--- src/rtl/srcal_pkg.sv ---
package srcal_pkg;
  typedef enum logic [3:0] {
    ST_IDLE,
    ST_CAL_ON,
    ST_WAIT_ON,
    ST_FRCK_ON,
    ST_SEL,
    ST_WIN,
    ST_MEN_ON,
    ST_READ,
    ST_POLL_WAIT,
    ST_MEN_OFF,
    ST_FRCK_OFF,
    ST_CAL_OFF,
    ST_WAIT_OFF,
    ST_DIV,
    ST_CODE_WR,
    ST_NEXT
  } seq_state_e;
endpackage

--- src/rtl/srcal_tick.sv ---
module srcal_tick #(
  parameter int TICK_CYC = 100000
) (
  input  logic clk_i,
  input  logic rst_ni,
  input  logic en_i,
  output logic tick_o
);
  localparam int CW = (TICK_CYC > 1) ? $clog2(TICK_CYC) : 1;
  localparam logic [CW-1:0] LAST = CW'(TICK_CYC - 1);

  logic [CW-1:0] cnt_q;

  assign tick_o = en_i && (cnt_q == LAST);

  // counter parks at zero when idle so every wait is a full period
  always_ff @(posedge clk_i or negedge rst_ni) begin
    if (!rst_ni)          cnt_q <= '0;
    else if (!en_i)       cnt_q <= '0;
    else if (cnt_q == LAST) cnt_q <= '0;
    else                  cnt_q <= cnt_q + 1'b1;
  end
endmodule

--- src/rtl/srcal_div.sv ---
module srcal_div #(
  parameter int NW = 20,
  parameter int DW = 32
) (
  input  logic          clk_i,
  input  logic          rst_ni,
  input  logic          start_i,
  input  logic [NW-1:0] num_i,
  input  logic [DW-1:0] den_i,
  output logic          ready_o,
  output logic [NW-1:0] quo_o
);
  localparam int CW = $clog2(NW + 1);

  logic [DW:0]   rem_q, rem_sh;
  logic [DW+1:0] diff;
  logic [NW-1:0] quo_q;
  logic [CW-1:0] cnt_q;
  logic          busy_q, ge;

  always_comb begin
    rem_sh = {rem_q[DW-1:0], quo_q[NW-1]};
    diff   = {1'b0, rem_sh} - {2'b00, den_i};
    ge     = !diff[DW+1];
  end

  always_ff @(posedge clk_i or negedge rst_ni) begin
    if (!rst_ni) begin
      rem_q   <= '0;
      quo_q   <= '0;
      cnt_q   <= '0;
      busy_q  <= 1'b0;
      ready_o <= 1'b0;
    end else begin
      ready_o <= 1'b0;
      if (start_i) begin
        rem_q  <= '0;
        quo_q  <= num_i;
        cnt_q  <= CW'(NW);
        busy_q <= 1'b1;
      end else if (busy_q) begin
        rem_q <= ge ? diff[DW:0] : rem_sh;
        quo_q <= {quo_q[NW-2:0], ge};
        cnt_q <= cnt_q - 1'b1;
        if (cnt_q == CW'(1)) begin
          busy_q  <= 1'b0;
          ready_o <= 1'b1;
        end
      end
    end
  end

  assign quo_o = quo_q;
endmodule

--- src/rtl/srcal_seq.sv ---
module srcal_seq
  import srcal_pkg::*;
#(
  parameter int              TICK_CYC = 100000,
  parameter int              RW       = 32,
  parameter int              SEL_W    = 2,
  parameter int              WIN_W    = 24,
  parameter logic [WIN_W-1:0] WIN_LEN = 'h400,
  parameter int              POLL_MAX = 10,
  parameter int              CAL_BIT  = 23,
  parameter int              CODE_LSB = 16,
  parameter int              CODE_W   = 3,
  parameter int              CODE_DEF = 4,
  parameter int              REF_MHZ  = 20,
  parameter int              SR_COEF  = 28,
  parameter int              SCALE    = 1000
) (
  input  logic              clk_i,
  input  logic              rst_ni,
  input  logic              start_i,
  input  logic [RW-1:0]     meter_result_i,
  input  logic [RW-1:0]     ctrl_rd_i,
  output logic              ctrl_sel_o,
  output logic              ctrl_we_o,
  output logic [RW-1:0]     ctrl_wdata_o,
  output logic              frck_en_o,
  output logic [SEL_W-1:0]  mon_sel_o,
  output logic [WIN_W-1:0]  win_len_o,
  output logic              meter_en_o,
  output logic              done_o,
  output logic [CODE_W-1:0] code0_o,
  output logic [CODE_W-1:0] code1_o
);
  localparam int NUM   = 1024 * REF_MHZ * SR_COEF;
  localparam int NW    = $clog2(NUM + 1);
  localparam int HALF  = SCALE / 2;
  localparam int PCW   = (POLL_MAX > 1) ? $clog2(POLL_MAX) : 1;
  localparam logic [RW-1:0] CAL_MASK   = RW'(1) << CAL_BIT;
  localparam logic [RW-1:0] FIELD_MASK = ((RW'(1) << CODE_W) - RW'(1)) << CODE_LSB;

  seq_state_e        state_q;
  logic              port_q;
  logic [PCW-1:0]    poll_q;
  logic [RW-1:0]     res_q;
  logic [CODE_W-1:0] code_q;
  logic              tick, tick_en, div_start, div_ready;
  logic [NW-1:0]     quo;
  logic [CODE_W-1:0] code_calc;

  assign tick_en = (state_q == ST_WAIT_ON) || (state_q == ST_POLL_WAIT) ||
                   (state_q == ST_WAIT_OFF);
  assign div_start = (state_q == ST_WAIT_OFF) && tick && (res_q != '0);
  assign code_calc = CODE_W'((NW'(quo) + NW'(HALF)) / NW'(SCALE));
  assign ctrl_sel_o = port_q;

  srcal_tick #(.TICK_CYC(TICK_CYC)) u_tick (
    .clk_i (clk_i),
    .rst_ni(rst_ni),
    .en_i  (tick_en),
    .tick_o(tick)
  );

  srcal_div #(.NW(NW), .DW(RW)) u_div (
    .clk_i  (clk_i),
    .rst_ni (rst_ni),
    .start_i(div_start),
    .num_i  (NW'(NUM)),
    .den_i  (res_q),
    .ready_o(div_ready),
    .quo_o  (quo)
  );

  always_ff @(posedge clk_i or negedge rst_ni) begin
    if (!rst_ni) begin
      state_q      <= ST_IDLE;
      port_q       <= 1'b0;
      poll_q       <= '0;
      res_q        <= '0;
      code_q       <= '0;
      ctrl_we_o    <= 1'b0;
      ctrl_wdata_o <= '0;
      frck_en_o    <= 1'b0;
      mon_sel_o    <= '0;
      win_len_o    <= '0;
      meter_en_o   <= 1'b0;
      done_o       <= 1'b0;
      code0_o      <= '0;
      code1_o      <= '0;
    end else begin
      ctrl_we_o <= 1'b0;
      done_o    <= 1'b0;
      unique case (state_q)
        ST_IDLE: if (start_i) begin
          port_q  <= 1'b0;
          state_q <= ST_CAL_ON;
        end
        ST_CAL_ON: begin
          ctrl_we_o    <= 1'b1;
          ctrl_wdata_o <= ctrl_rd_i | CAL_MASK;
          state_q      <= ST_WAIT_ON;
        end
        ST_WAIT_ON: if (tick) state_q <= ST_FRCK_ON;
        ST_FRCK_ON: begin
          frck_en_o <= 1'b1;
          state_q   <= ST_SEL;
        end
        ST_SEL: begin
          mon_sel_o <= SEL_W'(port_q);
          state_q   <= ST_WIN;
        end
        ST_WIN: begin
          win_len_o <= WIN_LEN;
          state_q   <= ST_MEN_ON;
        end
        ST_MEN_ON: begin
          meter_en_o <= 1'b1;
          poll_q     <= '0;
          state_q    <= ST_READ;
        end
        ST_READ: begin
          if (meter_result_i != '0) begin
            res_q   <= meter_result_i;
            state_q <= ST_MEN_OFF;
          end else if (poll_q == PCW'(POLL_MAX - 1)) begin
            res_q   <= '0;
            state_q <= ST_MEN_OFF;
          end else begin
            poll_q  <= poll_q + 1'b1;
            state_q <= ST_POLL_WAIT;
          end
        end
        ST_POLL_WAIT: if (tick) state_q <= ST_READ;
        ST_MEN_OFF: begin
          meter_en_o <= 1'b0;
          state_q    <= ST_FRCK_OFF;
        end
        ST_FRCK_OFF: begin
          frck_en_o <= 1'b0;
          state_q   <= ST_CAL_OFF;
        end
        ST_CAL_OFF: begin
          ctrl_we_o    <= 1'b1;
          ctrl_wdata_o <= ctrl_rd_i & ~CAL_MASK;
          state_q      <= ST_WAIT_OFF;
        end
        ST_WAIT_OFF: if (tick) state_q <= ST_DIV;
        ST_DIV: begin
          if (res_q == '0) begin
            code_q  <= CODE_W'(CODE_DEF);
            state_q <= ST_CODE_WR;
          end else if (div_ready) begin
            code_q  <= code_calc;
            state_q <= ST_CODE_WR;
          end
        end
        ST_CODE_WR: begin
          ctrl_we_o    <= 1'b1;
          ctrl_wdata_o <= (ctrl_rd_i & ~FIELD_MASK) | (RW'(code_q) << CODE_LSB);
          if (port_q) code1_o <= code_q;
          else        code0_o <= code_q;
          state_q <= ST_NEXT;
        end
        ST_NEXT: begin
          if (port_q) begin
            done_o  <= 1'b1;
            port_q  <= 1'b0;
            state_q <= ST_IDLE;
          end else begin
            port_q  <= 1'b1;
            state_q <= ST_CAL_ON;
          end
        end
        default: state_q <= ST_IDLE;
      endcase
    end
  end
endmodule

--- config.mk ---
export PLATFORM = sky130hd
export DESIGN_NAME = srcal_seq
export DESIGN_NICKNAME = d
export VERILOG_FILES = /design/src/rtl/srcal_pkg.sv /design/src/rtl/srcal_tick.sv /design/src/rtl/srcal_div.sv /design/src/rtl/srcal_seq.sv
export SDC_FILE = /design/constraint.sdc
export NUM_CORES = 1
export LEC_CHECK = 0
export ABC_CLOCK_PERIOD_IN_PS = 19600
export BUFFER_PORTS_ARGS = -buffer_cell sky130_fd_sc_hd__buf_2
export CAP_MARGIN = 10
export CORE_UTILIZATION = 40
export DETAILED_ROUTE_END_ITERATION = 6
export RECOVER_POWER = 100
export SETUP_SLACK_MARGIN = 0.05
export SYNTH_ARGS = -nofsm -noshare
export SYNTH_HDL_FRONTEND = slang
export SYNTH_SLANG_ARGS = --single-unit
--- constraint.sdc ---
create_clock -name clk_i -period 19.6 [get_ports clk_i]
set_input_delay 5.88 -clock clk_i [delete_from_list [all_inputs] [get_ports clk_i]]
set_output_delay 5.88 -clock clk_i [all_outputs]
set_load 0.005 [all_outputs]
==> run metrics <==
1st-iter DRT viols=800; global-route wire length before repair=49600 um; CP Depth=27; Clock Path Buffers=2; max incr delay on CP=1.73 ns; antenna diode instance count=0; Mean Syn Cell Area=8.82 sq um; placed cell count=1821; via count=10500; Die Footprint=0.0313 sq mm; #FFs+latches synth=164; clock sink total=164; FMAX=88.5 MHz; DP Worst Slack=10.07 ns; Worst slew margin=-112%; routed wire length=29500 um; Slew Limit Fails=331; VDD IR max=61.9 uV; RSZ-0062 raised after global routing=false; endpoints failing setup=0; Syn Inst Count=1389; initial antenna violation count=0; Core Footprint=0.0299 sq mm; overall routing resource usage=19.3%; hold_sp=win_len_o[10]; switching part of the total power=34.2%; row count=63; asr flop ratio synth=100%; failing checks=max-capacitance violations, max-slew violations; clock network fraction of total power=28.0%; data required time at the worst endpoint=19.93 ns; proportion of layout cells with a drive suffix above 1=14.8%; Crit. End Element=register; Area contributors post-synth=dfrtp_1 33%, o21ai_0 4.2%, ha_1 4.0%; sequential share of the synthesized area=33.5%; CTS Hold Bufs=0; Finished Layout Cells=1853; CP Launch Type=register; combinational share of power=31.7%; worst setup path startpoint=u_div.quo_o[7]; Setup CP Type=register to register; Hold Vio Cnt, Final=0; Slew @ Worst Pin=3.18 ns; Pint=0.793 mW; Root Buffer=clkbuf_16; Post-DP HPWL=21200 um; top_reg_cell synth=dfrtp_1; critical path buffer and inverter count=0; P_leak=5.71 nW; R2R cell count=27; Placer Congestion=0.864; post-cts sizing count=0; Die Y=177 um; Critical-path top delay cell=nor4_1; Critical R2R Launch=u_div.quo_o[7]; H-tree Lvls=4; cell accounting for the most synthesized area=dfrtp_1; die width=177 um; CP top delay family=compound AO/OA/AOI/OAI gates; outcome=complete, but fails checks; fillers=2910; critical path fanouts, max=15; Power Dens Cells=89.7 mW/mm^2; Sw Pwr=0.412 mW; Boundary Pins=136; Final WS setup=8.30 ns; Reg power frac=40.3%; Worst Path Arrival=11.63 ns; count of different cell masters after synthesis=110; CTS tree=yes; vias per inst=5.67; setup total negative slack=0 ns; largest net degree at the start of global routing=90; Worst Hold Depth=1; DR WL/cell=15.9 um; clk slew on worst S/H paths=0.07 ns; postcts setup bufs=0; First-pass DRT Iterations=5; Period Utilization, post-route=57.7%; Congestion Overflow GR=0; cell area after synthesis=0.0123 sq mm; # port buffers=111; post-route DRC violation count=0; Tmin final=11.30 ns; Worst-Skew Late Latency=0.43 ns; Max-cap violations=8; number of flops mapped to enable cells by yosys=0; post-synth top area share=33.5%; area grow syn2layout=9.68%; TritonCTS Buffers=17; Post-layout nets=1558; Worst Clk Skew=0.00692 ns; vias in the first global route=9797; Detail Route Antenna Nets=0; Initial Util=41.0%; Synth warnings=0; worst min path class=register to register
-- cell type report --
| type | count | area, sq um | share of cell area (%) |
|---|---|---|---|
| Multi-Input combinational cell | 1067 | 7390 | 55.0 |
| Clock buffer | 21 | 470 | 3.50 |
| Clock inverter | 10 | 120 | 0.894 |
| Inverter | 78 | 293 | 2.18 |
| Tap cell | 390 | 488 | 3.63 |
| Sequential cell | 164 | 4110 | 30.5 |
| Timing Repair Buffer | 123 | 573 | 4.26 |
-- worst paths after layout --
kind / to / slack, ns
hold reg to reg: win_len_o[10] / 0.49
min in group asynchronous: res_q[11] / 6.32
setup reg to reg: code_q[0] / 8.30
hold / removal: win_len_o[10] / 0.49
setup / recovery: code_q[0] / 8.30
max in group asynchronous: u_div.quo_o[1] / 9.25
-- layer usage --
layer | routed length [um] | track usage (%)
met5 | 0 | 0
met2 | 13500 | 30.6
met3 | 1140 | 2.96
met1 | 14500 | 27.5
met4 | 260 | 4.02
-- power groups by stage --
stage | Combinational, mW | Clock, mW | Sequential, mW
6_report | 0.382 | 0.337 | 0.486
5_1_grt | 0.430 | 0.359 | 0.498
4_1_cts | 0.392 | 0.347 | 0.485
3_5_place_dp | 0.389 | 0 | 0.490
3_3_place_gp | 0.385 | 0 | 0.488
2_1_floorplan | 0.292 | 0 | 0.467
-- worst reg2reg max path: stages (launching register included) --
cell       delay, ns
dfrtp_1         0.48
nor4_1          1.73
a2111oi_4       0.24
xnor2_1         1.01
o211ai_4        0.25
a21o_1          0.35
a21oi_1         0.58
o311ai_4        0.23
a211oi_1        0.43
xor2_1          0.24
nor2_1          0.59
o2111ai_1       0.23
or2_0           0.44
nand3_1         0.22
and2_1          0.38
o221ai_2        0.15
a21oi_1         0.69
a311oi_2        0.24
o2111a_2        0.37
a21oi_4         0.29
mux2_4          0.37
a211oi_4        0.38
o31ai_1         0.15
a41o_1          0.27
a211oi_2        0.31
mux2i_1         0.26
xnor2_1         0.09
o311ai_1        0.22
-- state kept, by name, summed over array words and instances, names as in the netlist, 4 cells and up --
name / flops
ctrl_wdata_o: 32
poll_q: 4
res_q: 32
state_q: 4
u_div.cnt_q: 5
u_div.quo_o: 20
u_div.rem_q: 32
u_tick.cnt_q: 17
-- cell usage after synthesis (5+ instances only) --
| library cell | n |
|---|---|
| a211o_1 | 6 |
| a211oi_1 | 10 |
| a21o_1 | 13 |
| a21oi_1 | 71 |
| a22o_1 | 37 |
| a22oi_1 | 6 |
| a311oi_1 | 6 |
| a31oi_1 | 45 |
| and2_1 | 12 |
| and3_1 | 10 |
| buf_1 | 8 |
| buf_2 | 10 |
| buf_4 | 28 |
| clkbuf_1 | 53 |
| dfrtp_1 | 164 |
| ha_1 | 39 |
| inv_1 | 77 |
| mux2_2 | 38 |
| mux2i_1 | 30 |
| nand2_1 | 87 |
| nand2b_1 | 8 |
| nand3_1 | 72 |
| nand4_1 | 22 |
| nand4b_1 | 9 |
| nor2_1 | 106 |
| nor2b_1 | 9 |
| nor3_1 | 20 |
| nor3b_1 | 6 |
| nor4_1 | 24 |
| o2111ai_1 | 8 |
| o211a_1 | 6 |
| o211ai_1 | 13 |
| o21a_1 | 7 |
| o21ai_0 | 102 |
| o21ai_1 | 5 |
| o22ai_1 | 5 |
| o31ai_1 | 7 |
| or2_2 | 11 |
| or3_1 | 6 |
| xnor2_1 | 52 |
| xor2_1 | 23 |
-- cell usage in the layout (no fill, tap or decap), types with 13 or more instances in the layout --
cell       instances
mux2_2            38
clkbuf_16         17
a22o_1            37
o21ai_0          102
nand4_1           22
nor4_1            25
o211ai_1          13
a21oi_1           72
a21o_1            13
nor3_1            20
nand3_1           72
xnor2_1           53
a31oi_1           45
ha_1              39
mux2i_1           30
xor2_1            23
buf_2             80
dfrtp_1          163
nand2_1           87
conb_1            24
clkbuf_1          41
inv_1             77
nor2_1           105
-- per-stage QoR --
step / hold WS [ns] / power (mW) / instance area [sq um] / utilization (%)
finish: 0.486 / 1.20 / 13400 / 45.0
global placement: 0.440 / 0.873 / 13000 / 43.4
CTS: 0.484 / 1.22 / 13500 / 45.3
floorplan: 0.448 / 0.759 / 12300 / -
global route: 0.498 / 1.29 / 13400 / 45.0
detailed placement: 0.452 / 0.879 / 13000 / 43.4
-- kinds of logic after synthesis --
group / Yosys count / share of synthesized area, %
AO/OA/AOI/OAI: 416 / 24.3
XOR/XNOR: 80 / 6.21
adder cells (fa/ha/maj): 43 / 4.42
buffers and inverters: 181 / 6.75
flip-flops: 164 / 33.5
multiplexers: 70 / 6.18
other: 1 / 0.0306
AND/OR/NAND/NOR: 434 / 18.6
Power figures use the tool's default switching activity.
